[src/rtl/clkgen_pwr_pkg.sv]
// Shared types for the clock generator power-state sequencer.
// Assumes nothing beyond IEEE 1800-2017 packages.
package clkgen_pwr_pkg;

    // Power states, in the order the start-up path visits them.
    typedef enum logic [2:0] {
        PS_OFF,
        PS_WAIT_SUPPLY,
        PS_DELAY,
        PS_SAMPLE,
        PS_RUN,
        PS_STOPPING,
        PS_DOWN
    } pwr_state_t;

    // Tri-level strap codes delivered by the input comparator.
    localparam logic [1:0] TRI_LOW  = 2'b00;
    localparam logic [1:0] TRI_MID  = 2'b01;
    localparam logic [1:0] TRI_HIGH = 2'b10;

    // A middle level resolves to 0; only a high level (code 1x) gives 1.
    function automatic logic tri_to_bit(input logic [1:0] code);
        return code[1];
    endfunction

endpackage

[src/rtl/clkgen_pwr_sync.sv]
// Two-flop synchronizer for asynchronous level inputs.
// Assumes the input is a slow level. RST_VAL sets the value both flops take in reset.
module clkgen_pwr_sync #(
    parameter int   WIDTH   = 1,
    parameter logic RST_VAL = 1'b0
) (
    input  logic             clk,
    input  logic             rst_n,
    input  logic [WIDTH-1:0] d,
    output logic [WIDTH-1:0] q
);

    logic [WIDTH-1:0] meta;

    // Two-stage capture into the clk domain.
    always_ff @(posedge clk) begin
        if (!rst_n) begin
            meta <= {WIDTH{RST_VAL}};
            q    <= {WIDTH{RST_VAL}};
        end else begin
            meta <= d;
            q    <= meta;
        end
    end

endmodule

[src/rtl/clkgen_pwr_qual.sv]
// Power-down qualifier: counts CPU complement rising-edge pulses seen while
// the synchronized request is low. It saturates at QUAL_EDGES and clears on any high.
// Assumes edge_pulse is one clk cycle wide per clock edge.
module clkgen_pwr_qual #(
    parameter int QUAL_EDGES = 2
) (
    input  logic clk,
    input  logic rst_n,
    input  logic pd_low,
    input  logic edge_pulse,
    output logic pd_req
);

    localparam int         CW    = $clog2(QUAL_EDGES + 1);
    localparam logic [CW-1:0] LIMIT = CW'(QUAL_EDGES);

    logic [CW-1:0] cnt;

    // Consecutive-edge counter, restarted by any high level.
    always_ff @(posedge clk) begin
        if (!rst_n) begin
            cnt <= '0;
        end else if (!pd_low) begin
            cnt <= '0;
        end else if (edge_pulse && cnt != LIMIT) begin
            cnt <= cnt + 1'b1;
        end
    end

    assign pd_req = (cnt == LIMIT);

endmodule

[src/rtl/clkgen_pwr_timer.sv]
// Start-up delay: counts reference ticks while run is high and clears otherwise.
// done stays high once DELAY_TICKS ticks have been counted.
// Assumes tick is one clk cycle wide.
module clkgen_pwr_timer #(
    parameter int DELAY_TICKS = 3580
) (
    input  logic clk,
    input  logic rst_n,
    input  logic run,
    input  logic tick,
    output logic done
);

    localparam int            CW    = $clog2(DELAY_TICKS + 1);
    localparam logic [CW-1:0] LIMIT = CW'(DELAY_TICKS);

    logic [CW-1:0] cnt;

    // Tick counter, held at zero outside the delay state.
    always_ff @(posedge clk) begin
        if (!rst_n) begin
            cnt <= '0;
        end else if (!run) begin
            cnt <= '0;
        end else if (tick && cnt != LIMIT) begin
            cnt <= cnt + 1'b1;
        end
    end

    assign done = (cnt == LIMIT);

endmodule

[src/rtl/clkgen_pwr_stopchain.sv]
// Ordered group stopper: while active, parks group idx on its own falling-edge
// pulse and moves on to idx+1. clear releases every group and rearms at index 0.
// Assumes grp_fall pulses are one clk cycle wide.
module clkgen_pwr_stopchain #(
    parameter int NGRP = 5
) (
    input  logic            clk,
    input  logic            rst_n,
    input  logic            active,
    input  logic            clear,
    input  logic [NGRP-1:0] grp_fall,
    output logic [NGRP-1:0] grp_stop,
    output logic            all_stopped
);

    localparam int            IW   = $clog2(NGRP + 1);
    localparam logic [IW-1:0] LAST = IW'(NGRP);

    logic [IW-1:0]   idx;
    logic [NGRP-1:0] hit;

    // One decoder per group: only the group at the current index may stop.
    for (genvar g = 0; g < NGRP; g++) begin : g_hit
        assign hit[g] = active && (idx == IW'(g)) && grp_fall[g];
    end

    // Stop bits and sequence index.
    always_ff @(posedge clk) begin
        if (!rst_n) begin
            grp_stop <= '1;
            idx      <= LAST;
        end else if (clear) begin
            grp_stop <= '0;
            idx      <= '0;
        end else if (|hit) begin
            grp_stop <= grp_stop | hit;
            idx      <= idx + 1'b1;
        end
    end

    assign all_stopped = (idx == LAST);

endmodule

[src/rtl/clkgen_pwr_sellatch.sv]
// Strap latch: on capture it stores the two-level selects, the resolved
// tri-level select (middle gives 0) and the current multiplier. It holds them otherwise.
module clkgen_pwr_sellatch
    import clkgen_pwr_pkg::*;
#(
    parameter int SEL_LO_W = 2
) (
    input  logic                clk,
    input  logic                rst_n,
    input  logic                capture,
    input  logic [SEL_LO_W-1:0] sel_lo,
    input  logic [1:0]          sel_tri,
    input  logic                mult_in,
    output logic [SEL_LO_W:0]   sel_q,
    output logic                mult_q
);

    // Capture register for the strap values.
    always_ff @(posedge clk) begin
        if (!rst_n) begin
            sel_q  <= '0;
            mult_q <= 1'b0;
        end else if (capture) begin
            sel_q  <= {tri_to_bit(sel_tri), sel_lo};
            mult_q <= mult_in;
        end
    end

endmodule

[src/rtl/clkgen_pwr_seq.sv]
// Power-state sequencer top. Runs the start-up path (supply wait, tick delay,
// qualified strap sampling) and the ordered shutdown on a qualified power-down
// request. Assumes edge pulses come from detectors in the clk domain and that
// supply_ok is synchronous to clk.
module clkgen_pwr_seq
    import clkgen_pwr_pkg::*;
#(
    parameter int NGRP        = 5,
    parameter int QUAL_EDGES  = 2,
    parameter int DELAY_TICKS = 3580,
    parameter int SEL_LO_W    = 2
) (
    input  logic                clk,
    input  logic                rst_n,
    input  logic                pd_n,
    input  logic                supply_ok,
    input  logic                vtt_pg_n,
    input  logic                ref_tick,
    input  logic                cpuc_rise,
    input  logic [NGRP-1:0]     grp_fall,
    input  logic [SEL_LO_W-1:0] sel_lo,
    input  logic [1:0]          sel_tri,
    input  logic                mult_in,
    output logic [NGRP-1:0]     grp_stop,
    output logic                cpu_park_hi,
    output logic                cpu_comp_off,
    output logic                pll_en,
    output logic                sel_strobe,
    output logic                out_en,
    output logic [SEL_LO_W:0]   sel_q,
    output logic                mult_q
);

    localparam int CPU_GRP = NGRP - 1;

    pwr_state_t state, state_nx;
    logic       pd_hi_s;
    logic       vtt_hi_s;
    logic       pd_req;
    logic       tmr_done;
    logic       all_stopped;

    // Power-down request synchronizer; resets as "asserted" so nothing starts early.
    clkgen_pwr_sync #(.WIDTH(1), .RST_VAL(1'b0)) u_pd_sync (
        .clk   (clk),
        .rst_n (rst_n),
        .d     (pd_n),
        .q     (pd_hi_s)
    );

    // Termination-supply qualifier synchronizer; resets as "not ready".
    clkgen_pwr_sync #(.WIDTH(1), .RST_VAL(1'b1)) u_vtt_sync (
        .clk   (clk),
        .rst_n (rst_n),
        .d     (vtt_pg_n),
        .q     (vtt_hi_s)
    );

    clkgen_pwr_qual #(.QUAL_EDGES(QUAL_EDGES)) u_qual (
        .clk        (clk),
        .rst_n      (rst_n),
        .pd_low     (!pd_hi_s),
        .edge_pulse (cpuc_rise),
        .pd_req     (pd_req)
    );

    clkgen_pwr_timer #(.DELAY_TICKS(DELAY_TICKS)) u_timer (
        .clk   (clk),
        .rst_n (rst_n),
        .run   (state == PS_DELAY),
        .tick  (ref_tick),
        .done  (tmr_done)
    );

    assign sel_strobe = (state == PS_SAMPLE) && !vtt_hi_s;

    clkgen_pwr_stopchain #(.NGRP(NGRP)) u_stops (
        .clk         (clk),
        .rst_n       (rst_n),
        .active      (state == PS_STOPPING),
        .clear       (sel_strobe),
        .grp_fall    (grp_fall),
        .grp_stop    (grp_stop),
        .all_stopped (all_stopped)
    );

    clkgen_pwr_sellatch #(.SEL_LO_W(SEL_LO_W)) u_latch (
        .clk     (clk),
        .rst_n   (rst_n),
        .capture (sel_strobe),
        .sel_lo  (sel_lo),
        .sel_tri (sel_tri),
        .mult_in (mult_in),
        .sel_q   (sel_q),
        .mult_q  (mult_q)
    );

    // Next-state decode for the power-state machine.
    always_comb begin
        state_nx = state;
        unique case (state)
            PS_OFF:         if (pd_hi_s)     state_nx = PS_WAIT_SUPPLY;
            PS_WAIT_SUPPLY: if (supply_ok)   state_nx = PS_DELAY;
            PS_DELAY:       if (tmr_done)    state_nx = PS_SAMPLE;
            PS_SAMPLE:      if (!vtt_hi_s)   state_nx = PS_RUN;
            PS_RUN:         if (pd_req)      state_nx = PS_STOPPING;
            PS_STOPPING:    if (all_stopped) state_nx = PS_DOWN;
            PS_DOWN:        if (pd_hi_s)     state_nx = PS_WAIT_SUPPLY;
            default:                         state_nx = PS_OFF;
        endcase
    end

    // State register.
    always_ff @(posedge clk) begin
        if (!rst_n) state <= PS_OFF;
        else        state <= state_nx;
    end

    // The PLL runs from the start of the delay until after the last group stops.
    assign pll_en = (state == PS_DELAY) || (state == PS_SAMPLE) ||
                    (state == PS_RUN)   || (state == PS_STOPPING);
    assign out_en = (state == PS_RUN)   || (state == PS_STOPPING);

    // A parked CPU pair: true held high, complement released.
    assign cpu_park_hi  = grp_stop[CPU_GRP];
    assign cpu_comp_off = grp_stop[CPU_GRP];

endmodule

[config.mk]
export PLATFORM = sky130hd
export DESIGN_NAME = clkgen_pwr_seq
export DESIGN_NICKNAME = d
export VERILOG_FILES = /design/src/rtl/clkgen_pwr_pkg.sv /design/src/rtl/clkgen_pwr_sync.sv /design/src/rtl/clkgen_pwr_qual.sv /design/src/rtl/clkgen_pwr_timer.sv /design/src/rtl/clkgen_pwr_stopchain.sv /design/src/rtl/clkgen_pwr_sellatch.sv /design/src/rtl/clkgen_pwr_seq.sv
export SDC_FILE = /design/constraint.sdc
export NUM_CORES = 1
export LEC_CHECK = 0
export ABC_AREA = 1
export BUFFER_PORTS_ARGS = -buffer_cell sky130_fd_sc_hd__buf_2
export CORE_MARGIN = 2
export CORE_UTILIZATION = 40
export DETAILED_ROUTE_END_ITERATION = 16
export GPL_ROUTABILITY_DRIVEN = 0
export GPL_TIMING_DRIVEN = 0
export MAX_ROUTING_LAYER = met4
export PLACE_DENSITY_LB_ADDON = 0.2
export SYNTH_ARGS = -nofsm -noshare
export SYNTH_HDL_FRONTEND = slang
export SYNTH_SLANG_ARGS = --single-unit
[constraint.sdc]
create_clock -name clk -period 1.4 [get_ports clk]
set_clock_uncertainty 0.2 [all_clocks]
set_input_delay 0.14 -clock clk [delete_from_list [all_inputs] [get_ports clk]]
set_output_delay 0.14 -clock clk [all_outputs]
set_load 0.05 [all_outputs]
==> summary.md, run 1 <==
| Metric | Value |
|---|---|
| Critical path capture point type | flop |
| Final non-filler cell total | 367 |
| WHS Endpoint | u_timer.cnt[2] |
| Top-level I/O count | 31 |
| Register-to-register setup slack | -0.19 ns |
| Avg Synthesized Cell Area | 7.363 sq um |
| Die Width | 72.11 um |
| Data required time at the worst endpoint | 1.38 ns |
| Overflow left after global routing | 0 |
| Total routing usage reported by global routing | 19.56% |
| Number of design rule violations left after detail routing | 0 |
| Ratio of routed vias to standard cells | 4.989 |
| Total Power | 2.871 mW |
| Vertical die dimension | 72.11 um |
| Via count | 1831 |
| Antenna violation net count after detailed routing | 0 |
| GR Util met2 | 32.52% |
| Setup repair after global routing missed its margin | yes |
| Transition time of the tightest slew-check pin | 0.2436 ns |
| Data arrival at the endpoint of the critical path | 1.56 ns |
| Dominant cell type by count on the critical path | sky130_fd_sc_hd__nand2_4 |
| VDD IR-drop max | 733.2 uV |
| DIE AREA | 0.005200 sq mm |
| Sequential fraction of the synthesis area | 35.60% |
| Leak Pwr | 1.162 nW |
| Post-synth design cell area | 0.001856 sq mm |
| Reg2Reg Capture Point | u_timer.cnt[0] |
| Critical path fanouts, max | 6 |
| Latest clock arrival within the worst-skew pair | 0.29 ns |
| Detailed Route WL | 4780 um |
| Final nets | 340 |
| Routing layer with the top usage in global route | met2 |
| Max-cap violations | 0 |
| Clk sinks | 33 |
| Met1 layer usage reported by global route | 23.51% |
| Net count of the mapped netlist | 277 |
| Worst-case headroom to the max-slew limit | 83.59% |
| Hold path cells | 4 |
| Count of input and output buffers | 28 |
| # H-tree levels | 2 |
| Final routed wire length divided by cell count | 13.02 um |
| Worst-case clock buffer depth | 2 |
| Startpoint type of the worst setup path | flop |
| Yosys warning count | 0 |
| Final cycle utilization of the critical path | 113.4% |
| Violated checks | negative setup slack |
| Run status | finished with violations |
| First-pass GRT wire length | 7790 um |
| Register bit count reported by yosys | 33 |
| DRC violation total after the first TritonRoute iteration | 129 |
| CP cell instances | inv_4 > ha_4 > inv_2 > nor2_2 > nand3_2 > nand2_4 > buf_12 > clkinv_8 > nand2_4 > a21oi_2 |
| Area taken by flip-flops and latches | 700.7 sq um |
| CP max stage delay | 0.36 ns |
| DPL Wire Length | 2778 um |
| Synthesis-to-finish area growth | 50.44% |
| Maximum number of pins on one net before global-route repair | 11 |
| Least setup slack across all paths after layout | -0.1873 ns |
| Count of fill cells added during filler insertion | 361 |
| Number of placement rows | 24 |
| Most common library cell in the layout ignoring fill and taps | sky130_fd_sc_hd__nand2_1 |
| Total count of hold-check failures in the final report | 0 |
| Leading cell types in the layout, fill and taps excluded | sky130_fd_sc_hd__nand2_1 (48), sky130_fd_sc_hd__nor2_1 (23), sky130_fd_sc_hd__buf_2 (23) |
| Highest clock rate | 0.6300 GHz |
| Worst reg-to-reg path cell count | 10 |
| Final setup violation count | 30 |
| Post-Syn Instances | 252 |
| Starting density of the core | 42.04% |
| Total clock buffers created by CTS | 5 |
| Buffers plus inverters on the worst setup path | 4 |
| Drt pass-1 iters | 4 |
| Placed insts | 332 |
| Clock slew seen by the registers of the worst setup and hold paths | 0.07 ns |
| Distinct cell type count of the synthesized netlist | 25 |
| Hold Crit Class | in -> reg |
| Number of pins exceeding their max-slew limit in the final report | 0 |
| Met3 usage in global routing | 3.750% |
| Std-Cell Core Area | 0.004414 sq mm |
| Family with the most delay on the worst path | simple AND/OR/NAND/NOR gates |
| Via count of the first global-routing pass | 1732 |
| Ratio of cells with drive above 1 in the final layout | 53.33% |
| Diodes inserted | 0 |
| Critical path's slowest cell | sky130_fd_sc_hd__dfxtp_4 |
| WS Path Type | reg -> reg |
| Setup TNS after final layout | -3.946 ns |
| Power density over cell area | 1028 mW/mm^2 |
| Tmin final | 1.587 ns |
| HP Start | ref_tick |
| Initial antenna violation count | 0 |
| Buffer cell driving the clock tree root | sky130_fd_sc_hd__clkbuf_8 |
| Combined area of the multi-input logic cells | 0.001270 sq mm |
| Clock tree from TritonCTS | yes |
| Worst flop-to-flop path startpoint | u_timer.cnt[1] |
## cells by family (layout without fill, tap and decap cells)
group | after synthesis | count (layout) | share of synthesized area (%)
xor gates and xnor gates | 6 | 6 | 2.833
adders and majority gates | 8 | 8 | 5.395
buffers and inverters | 35 | 98 | 9.912
and+or+nand+nor | 141 | 141 | 35.74
DFF | 33 | 33 | 35.60
AOI/OAI and AO/OA | 29 | 29 | 10.52
## cell usage after synthesis (all sizes together)
cell / count / area, sq um
o21ai: 12 / 60.05
nor2: 40 / 192.7
dfxtp: 33 / 660.6
a21oi: 15 / 120.1
xor2: 3 / 26.28
inv: 26 / 97.59
nand4: 8 / 50.05
a211oi: 1 / 7.510
nand3: 17 / 117.6
buf: 9 / 86.33
ha: 8 / 100.1
o211ai: 1 / 7.510
xnor2: 3 / 26.28
nand2: 74 / 290.3
or2: 2 / 12.51
## flip-flops by register name, summed over array words and instances, names as in the netlist
signal            cells
u_timer.cnt          12
u_vtt_sync.meta       1
u_pd_sync.q           1
state                 3
u_latch.mult_q        1
u_latch.sel_q         3
u_vtt_sync.q          1
u_stops.idx           3
u_qual.cnt            2
u_pd_sync.meta        1
u_stops.grp_stop      5
## through the flow
step,cell area (sq um),util [%],setup slack (ns),hold WS [ns]
after floorplan,1926,-,-0.1536,0.03763
after global placement,2131,48.27,-0.1442,0.1223
after detailed placement,2131,48.27,-0.1659,0.1272
after CTS,2581,58.48,-0.1436,0.05044
after global routing,2791,63.24,-0.2342,0.07313
final,2791,63.24,-0.1873,0.04080
## per-layer routing
| metal | routed length (um) | share of wire, % | vias to the layer above |
|---|---|---|---|
| met5 | 0 | 0 | - |
| met4 | 75 | 1.6 | 0 |
| met3 | 213 | 4.5 | 9 |
| met2 | 2336 | 49 | 44 |
| met1 | 2155 | 45 | 848 |
| li1 | - | - | 930 |
## worst max-delay path by stage
stage	from	endpoint	slack, ns	cells past startpoint
after global placement	u_stops.idx[0]	u_stops.idx[0]	-0.14	8
after floorplan	state[2]	u_stops.grp_stop[1]	-0.15	8
after CTS	state[1]	pll_en	-0.14	5
final	u_timer.cnt[1]	u_timer.cnt[0]	-0.19	10
after global routing	u_timer.cnt[1]	u_timer.cnt[9]	-0.23	10
after detailed placement	u_stops.idx[0]	u_stops.idx[0]	-0.17	8
## cell type report
class / count / share of cell area, %
Buffer: 8 / 3.272
Tap cell: 52 / 2.331
Clock buffer: 7 / 3.093
Timing Repair inverter: 1 / 0.5827
Inverter: 26 / 4.124
Multi-Input combinational cell: 184 / 45.50
Timing Repair Buffer: 56 / 16.00
Sequential cell: 33 / 25.10
## what timing repair did
| item | 4_1_cts | 5_1_grt |
|---|---|---|
| gates resized for setup | 55 | 48 |
| hold buffers | 8 | 0 |
| gates cloned | 2 | 1 |
| setup endpoints to repair | 30 | 33 |
| pin swaps | 19 | 16 |
| endpoints found under the hold margin | 11 | 0 |
| setup buffers | 15 | 3 |
## power breakdown
| part | internal (mW) | total (mW) | switching, mW |
|---|---|---|---|
| clock | 0.390 | 0.735 | 0.345 |
| sequential | 0.998 | 1.08 | 0.0860 |
| combinational | 0.448 | 1.05 | 0.604 |
| total | 1.84 | 2.87 | 1.04 |
## worst reg2reg max path, delay by kind of cell (launching register included)
family	cells	cell delay (ns)
AO/OA/AOI/OAI	1	0.05
flip-flops	1	0.36
adder cells (fa/ha/maj)	1	0.12
AND/OR/NAND/NOR	4	0.43
buffers and inverters	4	0.32
Note: power is estimated with default switching activity, not from simulation.
==> run 2, diff against run 1 <==
Settings changed: ABC_AREA 1 to default.
==> summary.md, run 2 <==
| Metric | Value |
|---|---|
| Hold Crit Class | in -> reg (unchanged) |
| Register-to-register setup slack | -0.45 ns (was -0.19 ns) |
| Diodes inserted | 0 (unchanged) |
| Cell types with the largest area share after synthesis | sky130_fd_sc_hd__dfxtp_1 (39%), sky130_fd_sc_hd__ha_1 (6.0%), sky130_fd_sc_hd__o21ai_0 (3.6%) (was sky130_fd_sc_hd__dfxtp_1 (36%), sky130_fd_sc_hd__nand2_1 (14%), sky130_fd_sc_hd__nor2_1 (5.9%)) |
| Most used flip-flop cell after synthesis | sky130_fd_sc_hd__dfxtp_1 (unchanged) |
| Ratio of routed vias to standard cells | 5.474 (was 4.989) |
| Sequential fraction of the synthesis area | 39.34% (was 35.60%) |
| Multiplexer area fraction after synthesis | 1.788% (was 0%) |
| # H-tree levels | 2 (unchanged) |
| Least setup slack across all paths after layout | -0.4537 ns (was -0.1873 ns) |
| Overflow left after global routing | 0 (unchanged) |
| Most common library cell in the layout ignoring fill and taps | sky130_fd_sc_hd__buf_2 (was sky130_fd_sc_hd__nand2_1) |
| Met3 usage in global routing | 4.545% (was 3.750%) |
| Net count of the mapped netlist | 212 (was 277) |
| Library cell with the highest instance count after synthesis | sky130_fd_sc_hd__dfxtp_1 (was sky130_fd_sc_hd__nand2_1) |
| Number of flops mapped to enable cells by yosys | 0 (unchanged) |
| Internal power consumption | 1.717 mW (was 1.835 mW) |
| Power density over cell area | 899.9 mW/mm^2 (was 1028 mW/mm^2) |
| Critical path capture point type | flop (unchanged) |
| Clock slew seen by the registers of the worst setup and hold paths | 0.07 ns (about the same) |
| Maximum number of pins on one net before global-route repair | 13 (was 11) |
| Startpoint type of the worst setup path | flop (unchanged) |
| Ratio of cells with drive above 1 in the final layout | 49.21% (was 53.33%) |
| Synthesized-area fraction occupied by and/or/nand/nor cells | 22.21% (was 35.74%) |
| Clock network fraction of design power | 34.9% (was 25.6%) |
| Std-Cell Core Area | 0.004029 sq mm (was 0.004414 sq mm) |
| Total Power | 2.397 mW (was 2.871 mW) |
| Critical path fanouts, max | 4 (was 6) |
| Buffer cell driving the clock tree root | sky130_fd_sc_hd__clkbuf_8 (unchanged) |
| Worst-case clock buffer depth | 2 (unchanged) |
| Data arrival at the endpoint of the critical path | 1.85 ns (was 1.56 ns) |
| Fin Hold WS | -0.002911 ns (was 0.04080 ns) |
| Setup TNS after final layout | -5.099 ns (was -3.946 ns) |
| Distinct cell type count of the synthesized netlist | 49 (was 25) |
| Post-Syn Instances | 187 (was 252) |
| Starting density of the core | 41.68% (was 42.04%) |
| Leading cell types in the layout, fill and taps excluded | sky130_fd_sc_hd__buf_2 (23), sky130_fd_sc_hd__dfxtp_1 (20), sky130_fd_sc_hd__buf_4 (18) (was sky130_fd_sc_hd__nand2_1 (48), sky130_fd_sc_hd__nor2_1 (23), sky130_fd_sc_hd__buf_2 (23)) |
| Count of input and output buffers | 28 (unchanged) |
| Antenna violation net count after detailed routing | 0 (unchanged) |
| Total routing usage reported by global routing | 20.52% (was 19.56%) |
| Drt pass-1 iters | 4 (unchanged) |
| Xor/xnor cell area share of the yosys netlist | 2.086% (was 2.832%) |
| Met1 layer usage reported by global route | 26.73% (was 23.51%) |
| Avg Synthesized Cell Area | 8.979 sq um (was 7.363 sq um) |
| Routing layer with the top usage in global route | met2 (unchanged) |
| Total net switching power | 680.2 uW (was 1.036 mW) |
| Clk sinks | 33 (unchanged) |
| Tmin final | 1.854 ns (was 1.587 ns) |
| Register bit count reported by yosys | 33 (unchanged) |
| Leak Pwr | 1.080 nW (was 1.162 nW) |
| Leading cell types by count after synthesis | sky130_fd_sc_hd__dfxtp_1 (33), sky130_fd_sc_hd__nand2_1 (16), sky130_fd_sc_hd__inv_1 (12), sky130_fd_sc_hd__o21ai_0 (12), sky130_fd_sc_hd__a21oi_1 (11) (was sky130_fd_sc_hd__nand2_1 (71), sky130_fd_sc_hd__dfxtp_1 (33), sky130_fd_sc_hd__nor2_1 (29)) |
| Synthesis-to-finish area growth | 58.64% (was 50.44%) |
| Top-level I/O count | 31 (unchanged) |
| Detailed Route WL | 4655 um (was 4780 um) |
| Die Width | 68.79 um (was 72.11 um) |
| GR Util met2 | 31.13% (was 32.52%) |
| Clock tree from TritonCTS | yes (unchanged) |
| Final setup violation count | 29 (was 30) |
| Via count | 1664 (was 1831) |
| Area fraction in compound gates after synthesis | 22.13% (was 10.52%) |
| Via count of the first global-routing pass | 1486 (was 1732) |
| Total count of hold-check failures in the final report | 1 (was 0) |
| Post-synth top area share | 39.34% (was 35.60%) |
| Vertical die dimension | 68.79 um (was 72.11 um) |
| Violated checks | negative hold slack, negative setup slack (was negative setup slack) |
| Yosys warning count | 0 (unchanged) |
| Final routed wire length divided by cell count | 15.31 um (was 13.02 um) |
| Number of design rule violations left after detail routing | 0 (unchanged) |
| Run status | finished with violations (unchanged) |
| First-pass GRT wire length | 6920 um (was 7790 um) |
| Highest clock rate | 0.5395 GHz (was 0.6300 GHz) |
| VDD IR-drop max | 616.4 uV (was 733.2 uV) |
| Final cycle utilization of the critical path | 132.4% (was 113.4%) |
| Largest registers | u_timer.cnt x12, u_stops.grp_stop x5 (unchanged) |
| Number of placement rows | 23 (was 24) |
| Switching portion of total power | 28.37% (was 36.07%) |
| Flip-flop count of the largest register, all copies and words added | 12 (unchanged) |
| Final nets | 278 (was 340) |
| DPL Wire Length | 2627 um (was 2778 um) |
| Register containing the most flip-flops in the final layout | u_timer.cnt (unchanged) |
| Total clock buffers created by CTS | 5 (unchanged) |
| Share of synthesized cell area in full adder, half adder and majority cells | 5.961% (was 5.394%) |
| Max-cap violations | 0 (unchanged) |
| Transition time of the tightest slew-check pin | 0.4569 ns (was 0.2436 ns) |
| Number of pins exceeding their max-slew limit in the final report | 0 (unchanged) |
| Largest family of logic cells by synthesized area | simple AND/OR/NAND/NOR gates (unchanged) |
| Setup repair after global routing missed its margin | yes (unchanged) |
| Initial antenna violation count | 0 (unchanged) |
| Data required time at the worst endpoint | 1.39 ns (was 1.38 ns) |
| Most area-hungry cell type in the Yosys netlist | sky130_fd_sc_hd__dfxtp_1 (unchanged) |
| Async set-reset flop share out of synthesis | 0% (unchanged) |
| DIE AREA | 0.004732 sq mm (was 0.005200 sq mm) |
| Worst-case headroom to the max-slew limit | 69.10% (was 83.59%) |
| WS Path Type | reg -> reg (unchanged) |
| Comb pwr share | 22.2% (was 36.6%) |
| DRC violation total after the first TritonRoute iteration | 69 (was 129) |
| Latest clock arrival within the worst-skew pair | 0.29 ns (about the same) |
| Register share of total power | 42.9% (was 37.7%) |
| Standard cell area after detailed placement | 0.002006 sq mm (was 0.002131 sq mm) |
| Design Area, Final | 0.002664 sq mm (was 0.002791 sq mm) |
| Post-synth design cell area | 0.001679 sq mm (was 0.001856 sq mm) |
run 2: changes by cell type in the layout (fill, tap and decap cells not counted), moves of 8 or more:
cell | before | now
sky130_fd_sc_hd__a21oi_2 | 13 | 3
sky130_fd_sc_hd__nand2_1 | 48 | 13
sky130_fd_sc_hd__a31oi_1 | 0 | 8
sky130_fd_sc_hd__nand2_2 | 17 | 3
sky130_fd_sc_hd__nand2_4 | 9 | 0
sky130_fd_sc_hd__nor2_1 | 23 | 7
sky130_fd_sc_hd__nor2_4 | 9 | 0
run 2: path summary, 6_finish.rpt:
check / startpoint / endpoint / cells past startpoint
worst min register to register: u_vtt_sync.meta / u_vtt_sync.q / 1
worst max-delay path: u_stops.idx[1] / u_stops.idx[1] / 7
worst max register to register: u_stops.idx[1] / u_stops.idx[1] / 7
worst min-delay path: cpuc_rise / u_qual.cnt[1] / 3
run 2: stage by stage:
stage / hold WS [ns] / cells / utilization [%] / setup slack (ns)
floorplan: 0.04147 / 187 / - / -0.2452
global placement: 0.1210 / 265 / 49.78 / -0.4358
detailed placement: 0.1279 / 265 / 49.78 / -0.4644
CTS: 0.007162 / 299 / 61.77 / -0.2771
global route: 0.01740 / 304 / 66.12 / -0.4764
finish: -0.002911 / 304 / 66.12 / -0.4537
run 2: repair_timing:
action	in CTS	in global routing
resized for setup	34	35
endpoints found under the hold margin	11	0
gates cloned	0	1
pin swaps	15	12
endpoints found under the setup margin	30	33
hold buffers	11	0
buffers inserted	19	4
run 2: final cells by class:
cell class | instances | area [sq um]
clock inverter | 2 | 16.27
buffer | 7 | 61.31
multi-input combinational | 131 | 1152
fill | 321 | 1365
timing repair buffer | 63 | 535.5
clock buffer | 6 | 93.84
inverter | 12 | 52.55
sequential | 33 | 689.4
tap | 50 | 62.56
run 2: worst max-delay path, stage by stage, from the launching register on:
cell and delay, ns:
sky130_fd_sc_hd__dfxtp_4 0.39, sky130_fd_sc_hd__inv_4 0.05, sky130_fd_sc_hd__ha_4 0.16, sky130_fd_sc_hd__a222oi_1 0.32, sky130_fd_sc_hd__buf_4 0.21, sky130_fd_sc_hd__o21ai_1 0.07
sky130_fd_sc_hd__nand2_1 0.10, sky130_fd_sc_hd__mux2i_1 0.26
run 2: power by group through the flow:
| stage | Clock (mW) | Combinational, mW | Sequential, mW |
|---|---|---|---|
| 6_report | 0.837 | 0.532 | 1.03 |
| 5_1_grt | 0.903 | 0.565 | 1.03 |
| 4_1_cts | 0.865 | 0.472 | 1.02 |
| 3_5_place_dp | 0 | 0.381 | 1.02 |
| 3_3_place_gp | 0 | 0.378 | 1.02 |
| 2_1_floorplan | 0 | 0.300 | 1.02 |
run 2: cells by family after synthesis:
kind of cell,after synthesis
compound gates,52
xor+xnor,4
buf+inv,23
simple gates,64
fa+ha+maj,8
flops,33
mux,3
run 2: metal layers:
layer,part of all wire (%),routed length [um]
met1,46,2124
met2,50,2330
met3,3.2,147
met4,1.1,52
met5,0,0
